--- config.mk ---
export PLATFORM = sky130hd
export DESIGN_NAME = mdio_master
export DESIGN_NICKNAME = d
export VERILOG_FILES = /design/src/rtl/mdio_master.sv
export SDC_FILE = /design/constraint.sdc
export NUM_CORES = 1
export LEC_CHECK = 0
export BUFFER_PORTS_ARGS = -buffer_cell sky130_fd_sc_hd__clkbuf_2
export CAP_MARGIN = 20
export CORE_ASPECT_RATIO = 1.2
export CORE_UTILIZATION = 58
export DETAILED_ROUTE_END_ITERATION = 16
export GPL_TIMING_DRIVEN = 0
export PLACE_DENSITY_LB_ADDON = 0.25
export SLEW_MARGIN = 20
export SYNTH_ARGS = -nofsm -noshare
export SYNTH_HDL_FRONTEND = slang
export SYNTH_SLANG_ARGS = --single-unit
--- constraint.sdc ---
create_clock -name clk -period 2.6 [get_ports clk]
set_input_delay 0.13 -clock clk [delete_from_list [all_inputs] [get_ports clk]]
set_output_delay 0.13 -clock clk [all_outputs]
set_load 0.005 [all_outputs]
--- src/rtl/mdio_master.sv ---
`timescale 1ns/1ps
module mdio_master #(
  parameter int CLK_DIV = 4
) (
  input  logic        clk,
  input  logic        rst_n,
  input  logic        reg_valid,
  input  logic        reg_write,
  input  logic [3:0]  reg_addr,
  input  logic [31:0] reg_wdata,
  output logic [31:0] reg_rdata,
  output logic        mdc,
  output logic        mdio_o,
  output logic        mdio_oe,
  input  logic        mdio_i
);
  localparam int HALF = CLK_DIV / 2;
  localparam int CW   = (CLK_DIV > 2) ? $clog2(CLK_DIV) : 1;
  localparam logic [CW-1:0] RISE_AT = CW'(HALF - 1);
  localparam logic [CW-1:0] FALL_AT = CW'(CLK_DIV - 1);

  logic [31:2] cfg_q;
  logic [15:0] ctl_q, dat_q, adr_q, cap_q;
  logic        busy_q, err_q, mdc_q, oe_q, rd_q, ta_bad_q;
  logic [63:0] sh_q;
  logic [CW-1:0] cnt_q;
  logic [5:0]  bit_q;

  wire c45    = cfg_q[6];
  wire wr_any = reg_valid && reg_write;
  wire wr_ok  = wr_any && !busy_q;
  wire go_adr = wr_ok && reg_addr == 4'hC && c45;
  wire go_wr  = wr_ok && reg_addr == 4'h8;
  wire go_rd  = wr_ok && reg_addr == 4'h4 && reg_wdata[15];
  wire go     = go_adr || go_wr || go_rd;
  wire rise   = busy_q && cnt_q == RISE_AT;
  wire fall   = busy_q && cnt_q == FALL_AT;

  wire [4:0]  f_phy = go_rd ? reg_wdata[9:5] : ctl_q[9:5];
  wire [4:0]  f_reg = go_rd ? reg_wdata[4:0] : ctl_q[4:0];
  wire [1:0]  f_st  = c45 ? 2'b00 : 2'b01;
  wire [1:0]  f_op  = go_adr ? 2'b00 : go_wr ? 2'b01 : (c45 ? 2'b11 : 2'b10);
  wire [15:0] f_dat = go_rd ? 16'hFFFF : reg_wdata[15:0];
  wire [63:0] frame = {32'hFFFF_FFFF, f_st, f_op, f_phy, f_reg, 2'b10, f_dat};

  assign mdc     = mdc_q;
  assign mdio_oe = oe_q;
  assign mdio_o  = sh_q[63];

  always_comb begin
    case (reg_addr)
      4'h0:    reg_rdata = {cfg_q, err_q, busy_q};
      4'h4:    reg_rdata = {16'h0, ctl_q};
      4'h8:    reg_rdata = {16'h0, dat_q};
      4'hC:    reg_rdata = {16'h0, adr_q};
      default: reg_rdata = 32'h0;
    endcase
  end

  always_ff @(posedge clk) begin
    if (!rst_n) begin
      cfg_q    <= '0;
      ctl_q    <= '0;
      dat_q    <= '0;
      adr_q    <= '0;
      cap_q    <= '0;
      busy_q   <= 1'b0;
      err_q    <= 1'b0;
      mdc_q    <= 1'b0;
      oe_q     <= 1'b0;
      rd_q     <= 1'b0;
      ta_bad_q <= 1'b0;
      sh_q     <= '0;
      cnt_q    <= '0;
      bit_q    <= '0;
    end else begin
      if (wr_any && reg_addr == 4'h0) cfg_q <= reg_wdata[31:2];
      if (wr_ok && reg_addr == 4'h4) ctl_q <= reg_wdata[15:0];
      if (wr_ok && reg_addr == 4'h8) dat_q <= reg_wdata[15:0];
      if (wr_ok && reg_addr == 4'hC) adr_q <= reg_wdata[15:0];
      if (go) begin
        busy_q <= 1'b1;
        sh_q   <= frame;
        cnt_q  <= '0;
        bit_q  <= '0;
        oe_q   <= 1'b1;
        mdc_q  <= 1'b0;
        rd_q   <= go_rd;
        if (go_rd) begin
          err_q    <= 1'b0;
          ta_bad_q <= 1'b0;
        end
      end else if (busy_q) begin
        cnt_q <= fall ? '0 : cnt_q + 1'b1;
        if (rise) begin
          mdc_q <= 1'b1;
          if (rd_q && bit_q == 6'd47) ta_bad_q <= mdio_i;
          if (rd_q && bit_q >= 6'd48) cap_q <= {cap_q[14:0], mdio_i};
        end
        if (fall) begin
          mdc_q <= 1'b0;
          sh_q  <= {sh_q[62:0], 1'b0};
          bit_q <= bit_q + 1'b1;
          if (rd_q && bit_q == 6'd45) oe_q <= 1'b0;
          if (bit_q == 6'd63) begin
            busy_q <= 1'b0;
            oe_q   <= 1'b0;
            if (rd_q) begin
              err_q <= ta_bad_q;
              dat_q <= ta_bad_q ? 16'hFFFF : cap_q;
            end
          end
        end
      end
    end
  end
endmodule

==> results.ini, run 1 <==
[status]
status=finished, final reports clean

[cts]
insertion_delay_ns=0.43
cts.clk_slew.worst_paths_ns=0.06
numClockSinks=172
cts-htree-levels=4
post-cts-setup-buffers=0
cts_tree=built
clock_path_buffers=2
cts_buffers=17
ctsResizeCount=0
clockRootBuffer=clkbuf_16
ctsHoldBuffers=17

[synth]
synthArstFlopShare_pct=0
syn_inst=841
synth-xor-area-share_pct=0.740
synth.area.mux_share_pct=0
synth_edf_count=0
synth_ff_type=dfxtp_1
netlist_area_um2=7100
yosysTopAreaCellShare_pct=48.5
yosysMostFrequentCell=nand2_1
syn_avg_cell_area_um2=8.44
yosys_warnings=0
ys_top_cells_by_area=dfxtp_1, nand2_1, a21oi_1
yosysTopAreaCell=dfxtp_1
synth-simple-area-share_pct=22.4
synthAdderAreaFrac_pct=0.705
ys_seq_area_share_pct=48.5
synth_top_family_by_area=compound AO/OA/AOI/OAI gates
yosys_register_bits=172
ys_top_cells_by_count=nand2_1, dfxtp_1, a21oi_1, clkbuf_1, nand3_1
synthDistinctLibCells=46
synth_nets=886
synth-compound-area-share_pct=22.9

[setup_path]
required_ns=2.93
worstSetupStartpointType=register
crit_fanout=10
reg2regPathDepth=6
r2r-end=dat_q[10]
endpoint_kind=register
arrival_ns=2.62
cp-startpoint=busy_q
critPathKind=reg2reg
rrSetupSlack_ns=0.31
reg2reg_from=busy_q

[global_route]
grt_use_total_pct=32.7
grt_pass1_wl_mm=31.5
grt_pass1_vias=6439
grt-ovfl-total=0
antenna_found_initial=0
grt_max_degree=17

[power]
powerDensity_nw_per_um2=657
peakVddDrop_uv=428
p_leak_nw=3.08
total_power_mw=5.54

[floorplanning]
fp.dieH_um=123
die-area_um2=12700
die_width_um=103
initial_utilization_pct=60.5
rows=43
io_pins=76
core_um2=11700

[timing]
skew_ns=0.00633
min_period_over_period_pct=87.9
worst_pin_slew_ns=0.811
rsz0062_at_grt=false
max_freq_mhz=438
slew-limit-headroom_pct=45.8
drv_slew=0
setup_viol=0
tns_ns=0
hold_viol=0
period_needed_ns=2.29

[routing]
finalWirelength_mm=19.6
ant_nets=0
dr.pass1.iters=5
vias=6895
drc=0
via_per_inst=6.15
drt-initial-drc-count=476
wl_per_cell_um=17.5

[placement]
place_inst=1072
io_buffer_count=74
dp_hpwl_mm=13.6
place_congestion=0.905

[layout]
finalNetCount=996
area_growth_pct=18.7
antenna_cells=0
drive_gt1_share_pct=17.2
stdcell_count=1121

[flow_run]
maxCapViolCount=0

[worst_hold_path]
worstHoldEndpoint=ctl_q[4]
holdCritStartpoint=reg_wdata[4]
min_path_type=in2reg
hold_path_depth=3

[layer usage]
metal  vias to the layer above  wire [um]  global-route usage, %
met2                       305       9470                   54.8
met1                      3275       8160                   39.8
met5                         -          0                      0
met3                        69       1230                   6.16
li1                       3246          -                      -
met4                         0        760                   17.1
[worst max-delay path, stage by stage, from the launching register on]
cell and delay (ns):
dfxtp_1 0.39, buf_2 0.24, nand2_1 0.32, nor3_2 0.62, buf_2 0.36, nor3_1 0.07, nor3_1 0.18
[flip-flops by register name, indices dropped and copies added (netlist names)]
name / count
ta_bad_q: 1
cap_q: 16
cfg_q: 30
ctl_q: 16
dat_q: 16
mdio_oe: 1
mdc: 1
rd_q: 1
adr_q: 16
bit_q: 6
sh_q: 64
err_q: 1
cnt_q: 2
busy_q: 1
[cell type report]
class / count / area [um2]
clock inverter: 11 / 144
clock buffer: 21 / 450
inverter: 6 / 22.5
buffer: 73 / 310
tap: 157 / 196
fill: 958 / 3300
timing repair buffer: 91 / 541
multi-input combinational: 590 / 3320
sequential: 172 / 3440
[cells in the final DEF, fill, tap and decap left out, types with 10 or more instances in the layout]
cell           Yosys  final
clkbuf_2           0     74
nor2_1            10     10
a21oi_1           99     99
o221a_2           33     33
a22oi_1           32     32
clkbuf_16          0     17
dfxtp_1          172    172
nand3_1           46     46
dlygate4sd3_1      0     17
o21ai_0           24     24
nand4_1           18     18
buf_2             14     14
nand2_1          188    188
o22ai_1           18     18
nor3_1            33     33
clkbuf_1          55     58
o211ai_1          14     14
and2_1            18     18
a31oi_1           12     12
[worst max-delay path by stage]
| stage | endpoint | cells past startpoint |
|---|---|---|
| detailed placement | dat_q[7] | 6 |
| finish | dat_q[10] | 6 |
| global route | dat_q[8] | 6 |
| global placement | dat_q[8] | 7 |
| floorplan | dat_q[10] | 7 |
| CTS | dat_q[7] | 6 |
[cell families after synthesis]
logic type	after synthesis
AOI/OAI and AO/OA	243
adders and majority gates	4
DFF	172
and+or+nand+nor	337
buffers and inverters	79
xor gates and xnor gates	6
[stage by stage]
stage / cell area [um2] / hold WS, ns / setup WS (ns) / util, %
2_1_floorplan: 7100 / 0.262 / 0.743 / -
3_3_place_gp: 7670 / 0.355 / 0.427 / 65.4
3_5_place_dp: 7670 / 0.360 / 0.360 / 65.4
4_1_cts: 8430 / 0.0128 / 0.386 / 71.9
5_1_grt: 8430 / 0.0323 / 0.189 / 71.9
6_report: 8430 / 0.0247 / 0.315 / 71.9
[power by group]
group	switching [mW]	leakage (nW)	total, mW	internal [mW]
Sequential	0.0183	1.39	2.68	2.67
Clock	1.04	0.279	2.58	1.53
Combinational	0.182	1.41	0.277	0.0947
No activity file was read; power rests on OpenSTA's default activity.
==> inputs of run 2 (changes only) <==
--- a/config.mk
+++ b/config.mk
@@ -8,7 +8,7 @@
 export BUFFER_PORTS_ARGS = -buffer_cell sky130_fd_sc_hd__clkbuf_2
 export CAP_MARGIN = 20
 export CORE_ASPECT_RATIO = 1.2
-export CORE_UTILIZATION = 58
+export CORE_UTILIZATION = 24
 export DETAILED_ROUTE_END_ITERATION = 16
 export GPL_TIMING_DRIVEN = 0
 export PLACE_DENSITY_LB_ADDON = 0.25
==> constraint.sdc (replaced) <==
create_clock -name clk -period 2.05 [get_ports clk]
set_input_delay 0.1025 -clock clk [delete_from_list [all_inputs] [get_ports clk]]
set_output_delay 0.1025 -clock clk [all_outputs]
set_load 0.005 [all_outputs]
==> run 2 against run 1 <==
Final cell count is 21% higher. Clock-buffer cell count is 2 lower. Combinational power is 35% higher. Utilization is 42 points lower. Sequential power is 27% higher. Routed wire length is 17% higher. Critical endpoint is now sh_q[5]. Largest cell class unchanged.
==> results.ini, run 2 (same netlist as run 1, synthesis figures left out) <==
[global_route]
grt_pass1_wl_mm=36.4  ; was 31.5 mm
grt-ovfl-total=0  ; unchanged
grt_pass1_vias=6410  ; was 6439
grt_use_total_pct=15.4  ; was 32.7%
antenna_found_initial=0  ; unchanged
grt_max_degree=17  ; unchanged

[power]
peakVddDrop_uv=469  ; was 428 uV
powerDensity_nw_per_um2=799  ; was 657 nW/um2
total_power_mw=7.02  ; was 5.54 mW
p_leak_nw=3.14  ; was 3.08 nW

[routing]
vias=6637  ; was 6895
drt-initial-drc-count=454  ; was 476
finalWirelength_mm=23.0  ; was 19.6 mm
drc=0  ; unchanged
ant_nets=0  ; unchanged
wl_per_cell_um=17.0  ; was 17.5 um
via_per_inst=4.91  ; was 6.15
dr.pass1.iters=5  ; unchanged

[cts]
clock_path_buffers=2  ; unchanged
cts-htree-levels=4  ; unchanged
cts_tree=built  ; unchanged
cts_buffers=17  ; unchanged
numClockSinks=172  ; unchanged
insertion_delay_ns=0.43  ; about the same
clockRootBuffer=clkbuf_16  ; unchanged
cts.clk_slew.worst_paths_ns=0.07  ; was 0.06 ns

[layout]
largest_register_ffs=64  ; unchanged
area_growth_pct=23.6  ; was 18.7%
postLayoutCoreUtil_pct=30.4  ; was 71.9%
finalNetCount=999  ; was 996
stdcell_area_um2=8780  ; was 8430 um2
final_common_cell=nand2_1  ; unchanged
top_register=sh_q  ; unchanged
antenna_cells=0  ; unchanged
drive_gt1_share_pct=19.1  ; was 17.2%
top_regs=sh_q: 64 flops, cfg_q: 30 flops  ; unchanged
layout_common_cells=nand2_1, dfxtp_1, a21oi_1, clkbuf_2, clkbuf_1  ; unchanged

[placement]
placed_cell_area_um2=7950  ; was 7670 um2
dp_hpwl_mm=16.8  ; was 13.6 mm
dp_worst_setup_slack_ns=-0.263  ; was 0.360 ns
place_congestion=0.782  ; was 0.905
io_buffer_count=74  ; unchanged

[timing]
period_needed_ns=1.93  ; was 2.29 ns
min_period_over_period_pct=94.1  ; was 87.9%
hold_viol=0  ; unchanged
worst_pin_slew_ns=0.712  ; was 0.811 ns
setup_ws_ns=0.121  ; was 0.315 ns
max_freq_mhz=519  ; was 438 MHz
drv_slew=0  ; unchanged
slew-limit-headroom_pct=52.5  ; was 45.8%
skew_ns=0.0132  ; was 0.00633 ns
setup_viol=0  ; unchanged
hold_ws_ns=0.0217  ; was 0.0247 ns
rsz0062_at_grt=false  ; unchanged

[setup_path]
crit_fanout=10  ; unchanged
rrSetupSlack_ns=0.12  ; was 0.31 ns
arrival_ns=2.23  ; was 2.62 ns
endpoint_kind=register  ; unchanged
worstSetupStartpointType=register  ; unchanged
critPathKind=reg2reg  ; unchanged
required_ns=2.35  ; was 2.93 ns

[status]
status=finished, final reports clean  ; unchanged

[floorplanning]
die_width_um=159  ; was 103 um
io_pins=76  ; unchanged
core_um2=28900  ; was 11700 um2
die-area_um2=30300  ; was 12700 um2
initial_utilization_pct=24.5  ; was 60.5%
fp.dieH_um=190  ; was 123 um
rows=68  ; was 43

[flow_run]
maxCapViolCount=0  ; unchanged

[worst_hold_path]
min_path_type=in2reg  ; unchanged

-- run 2: changes by cell type in the layout (fill, tap and decap cells not counted), moves of 2 or more --
cell	delta
clkbuf_1	-11
clkbuf_2	+7
buf_4	+6
inv_6	+3
dfxtp_1	-2
dfxtp_2	+2
-- run 2: per-stage QoR --
stage / setup TNS, ns / instances
final: 0 / 1352
after global routing: 0 / 1352
after CTS: 0 / 1352
after detailed placement: -8.44 / 1300
after global placement: -7.65 / 1300
after floorplan: 0 / 841
-- run 2: cell type report --
type | count | area, um2
sequential | 172 | 3450
inverter | 6 | 22.5
fill | 3107 | 20100
timing repair buffer | 96 | 578
buffer | 71 | 318
tap | 385 | 482
clock buffer | 19 | 433
clock inverter | 13 | 141
multi-input combinational | 590 | 3360
-- run 2: repair_timing --
action	4_1_cts	5_1_grt
setup endpoints to repair	67	40
gates resized for setup	9	15
hold buffers	17	0
hold endpoints to repair	18	0
buffers inserted	4	1
pin swaps	2	1
-- run 2: critical path, stage by stage (launching register included) --
cell	delay, ns
dfxtp_1	0.36
nand3b_1	0.24
or4_1	0.52
buf_2	0.16
clkbuf_1	0.25
nand4_1	0.17
o211ai_1	0.09
-- run 2: path summary, 6_finish.rpt --
kind,startpoint,to,depth (start not counted)
max reg2reg,busy_q,sh_q[5],6
min reg2reg,cfg_q[28],cfg_q[28],2
max,busy_q,sh_q[5],6
min,reg_wdata[0],adr_q[0],3
-- run 2: where the power goes --
part | internal [mW] | switching (mW)
sequential | 3.38 | 0.0231
clock | 1.80 | 1.43
combinational | 0.124 | 0.250
-- run 2: routing by layer --
metal	share of wire (%)	global-route usage (%)	routed length, um	up-vias
li1	-	-	-	3256
met2	48	26.6	11000	164
met5	0	0	0	-
met3	4.9	3.46	1140	21
met1	46	19.3	10500	3196
met4	1.6	4.14	367	0
==> inputs of run 3 (changes only) <==
--- a/config.mk
+++ b/config.mk
@@ -8,6 +8,7 @@
 export BUFFER_PORTS_ARGS = -buffer_cell sky130_fd_sc_hd__clkbuf_2
 export CAP_MARGIN = 20
 export CORE_ASPECT_RATIO = 1.2
+export CORE_MARGIN = 3
 export CORE_UTILIZATION = 24
 export DETAILED_ROUTE_END_ITERATION = 16
 export GPL_TIMING_DRIVEN = 0
==> run 3 against run 2 <==
Combinational power about the same. Sequential power barely moved. Clock skew up 0.0042 ns. Highest routed layer unchanged. First-iteration DRC count rose by 11%. Clock power is 5% higher. Final cell count rose by 0.15%. Register-to-register slack about the same. Maximum frequency is 1.9% lower.
==> results.ini, run 3 (same netlist as run 1, synthesis figures left out) <==
[status]
status=finished, final reports clean  ; unchanged

[layout]
top_regs=sh_q: 64 flops, cfg_q: 30 flops  ; unchanged
layout_common_cells=nand2_1, dfxtp_1, a21oi_1, clkbuf_2, clkbuf_1  ; unchanged
stdcell_area_um2=8830  ; was 8780 um2
largest_register_ffs=64  ; unchanged
finalNetCount=1001  ; was 999
top_register=sh_q  ; unchanged
final_common_cell=nand2_1  ; unchanged
postLayoutCoreUtil_pct=30.5  ; was 30.4%
stdcell_count=1354  ; was 1352
antenna_cells=0  ; unchanged
drive_gt1_share_pct=19.0  ; was 19.1%
area_growth_pct=24.4  ; was 23.6%

[setup_path]
required_ns=1.95  ; was 2.35 ns
crit_fanout=10  ; unchanged
endpoint_kind=primary output  ; was register
reg2reg_from=bit_q[0]  ; was busy_q
arrival_ns=1.86  ; was 2.23 ns
worstSetupStartpointType=input pin  ; was register
cp-startpoint=reg_addr[3]  ; was busy_q
critPathKind=in2out  ; was reg2reg

[worst_hold_path]
holdCritStartpoint=reg_wdata[2]  ; was reg_wdata[0]
min_path_type=in2reg  ; unchanged

[power]
peakVddDrop_uv=484  ; was 469 uV
powerDensity_nw_per_um2=811  ; was 799 nW/um2
p_leak_nw=3.16  ; was 3.14 nW

[global_route]
grt_use_total_pct=14.5  ; was 15.4%
grt_pass1_vias=6305  ; was 6410
grt_max_degree=17  ; unchanged
grt-ovfl-total=0  ; unchanged
antenna_found_initial=0  ; unchanged
grt_pass1_wl_mm=36.1  ; was 36.4 mm

[placement]
place_inst=1300  ; unchanged
dp_hpwl_mm=16.9  ; was 16.8 mm
io_buffer_count=74  ; unchanged
dp_worst_setup_slack_ns=-0.243  ; was -0.263 ns
place_congestion=0.802  ; was 0.782
placed_cell_area_um2=7950  ; unchanged

[routing]
top_layer_used=met4  ; unchanged
ant_nets=0  ; unchanged
met1_length_mm=10.4  ; was 10.5 mm
wl_met3_mm=1.26  ; was 1.14 mm
drc=0  ; unchanged
finalWirelength_mm=23.1  ; was 23.0 mm
via_per_inst=4.92  ; was 4.91
drt-initial-drc-count=504  ; was 454
wl_met2_mm=11.1  ; was 11.0 mm
vias=6661  ; was 6637
dr.pass1.iters=5  ; unchanged
wl_per_cell_um=17.1  ; was 17.0 um

[timing]
rsz0062_at_grt=false  ; unchanged
setup_ws_ns=0.0849  ; was 0.121 ns
slew-limit-headroom_pct=54.1  ; was 52.5%
drv_slew=0  ; unchanged
skew_ns=0.0174  ; was 0.0132 ns
hold_viol=0  ; unchanged
setup_viol=0  ; unchanged
hold_ws_ns=0.0356  ; was 0.0217 ns
worst_pin_slew_ns=0.688  ; was 0.712 ns
period_needed_ns=1.97  ; was 1.93 ns
min_period_over_period_pct=95.9  ; was 94.1%
max_freq_mhz=509  ; was 519 MHz

[cts]
clock_path_buffers=2  ; unchanged
cts_buffers=17  ; unchanged
cts_tree=built  ; unchanged
cts.clk_slew.worst_paths_ns=0.07  ; about the same
clockRootBuffer=clkbuf_16  ; unchanged
insertion_delay_ns=0.43  ; about the same
numClockSinks=172  ; unchanged
cts-htree-levels=4  ; unchanged

[floorplanning]
die-area_um2=31700  ; was 30300 um2
fp.dieH_um=194  ; was 190 um
initial_utilization_pct=24.5  ; unchanged
io_pins=76  ; unchanged
rows=68  ; unchanged
core_um2=28900  ; unchanged
die_width_um=163  ; was 159 um

[flow_run]
maxCapViolCount=0  ; unchanged

## run 3: per-stage QoR
stage	setup TNS [ns]	total power, mW
after global routing	0	7.41
after CTS	0	7.24
after floorplan	0	3.64
final	0	7.16
after detailed placement	-7.29	3.82
after global placement	-7.78	3.82
## run 3: worst max-delay path, cell delays in order
cell and delay, ns:
clkbuf_2 0.11, buf_4 0.19, nor4_4 0.59, clkbuf_1 0.44
a22oi_1 0.21, nand2_1 0.11, clkbuf_2 0.12
## run 3: layer usage
layer	track usage (%)	vias up
met3	3.54	25
li1	-	3259
met2	24.0	183
met4	3.67	0
met5	0	-
met1	19.0	3194
## run 3: path summary, 6_finish.rpt
path,endpoint,slack [ns],cells past startpoint
setup / recovery,reg_rdata[11],0.08,7
hold / removal,adr_q[2],0.04,3
setup reg to reg,dat_q[11],0.12,6
hold reg to reg,cfg_q[29],0.45,2
## run 3: layout make-up
type	instances	area, um2
repair buffers	98	598
well taps	385	482
plain buffers	71	317
flip-flops and latches	172	3440
inverters	6	22.5
multi-input cells	590	3360
clock inverters	13	164
fillers	3130	20100
clock buffers	19	443
## run 3: power breakdown
group / switching [mW] / internal [mW]
Clock: 1.43 / 1.96
Sequential: 0.0235 / 3.38
Combinational: 0.249 / 0.126
Total: 1.70 / 5.47
## run 3: what timing repair did
action | 4_1_cts | 5_1_grt
setup endpoints to repair | 45 | 51
hold buffers | 19 | 0
buffers inserted | 3 | 2
hold endpoints to repair | 20 | 0
pin swaps | 1 | 2
gates resized for setup | 8 | 14
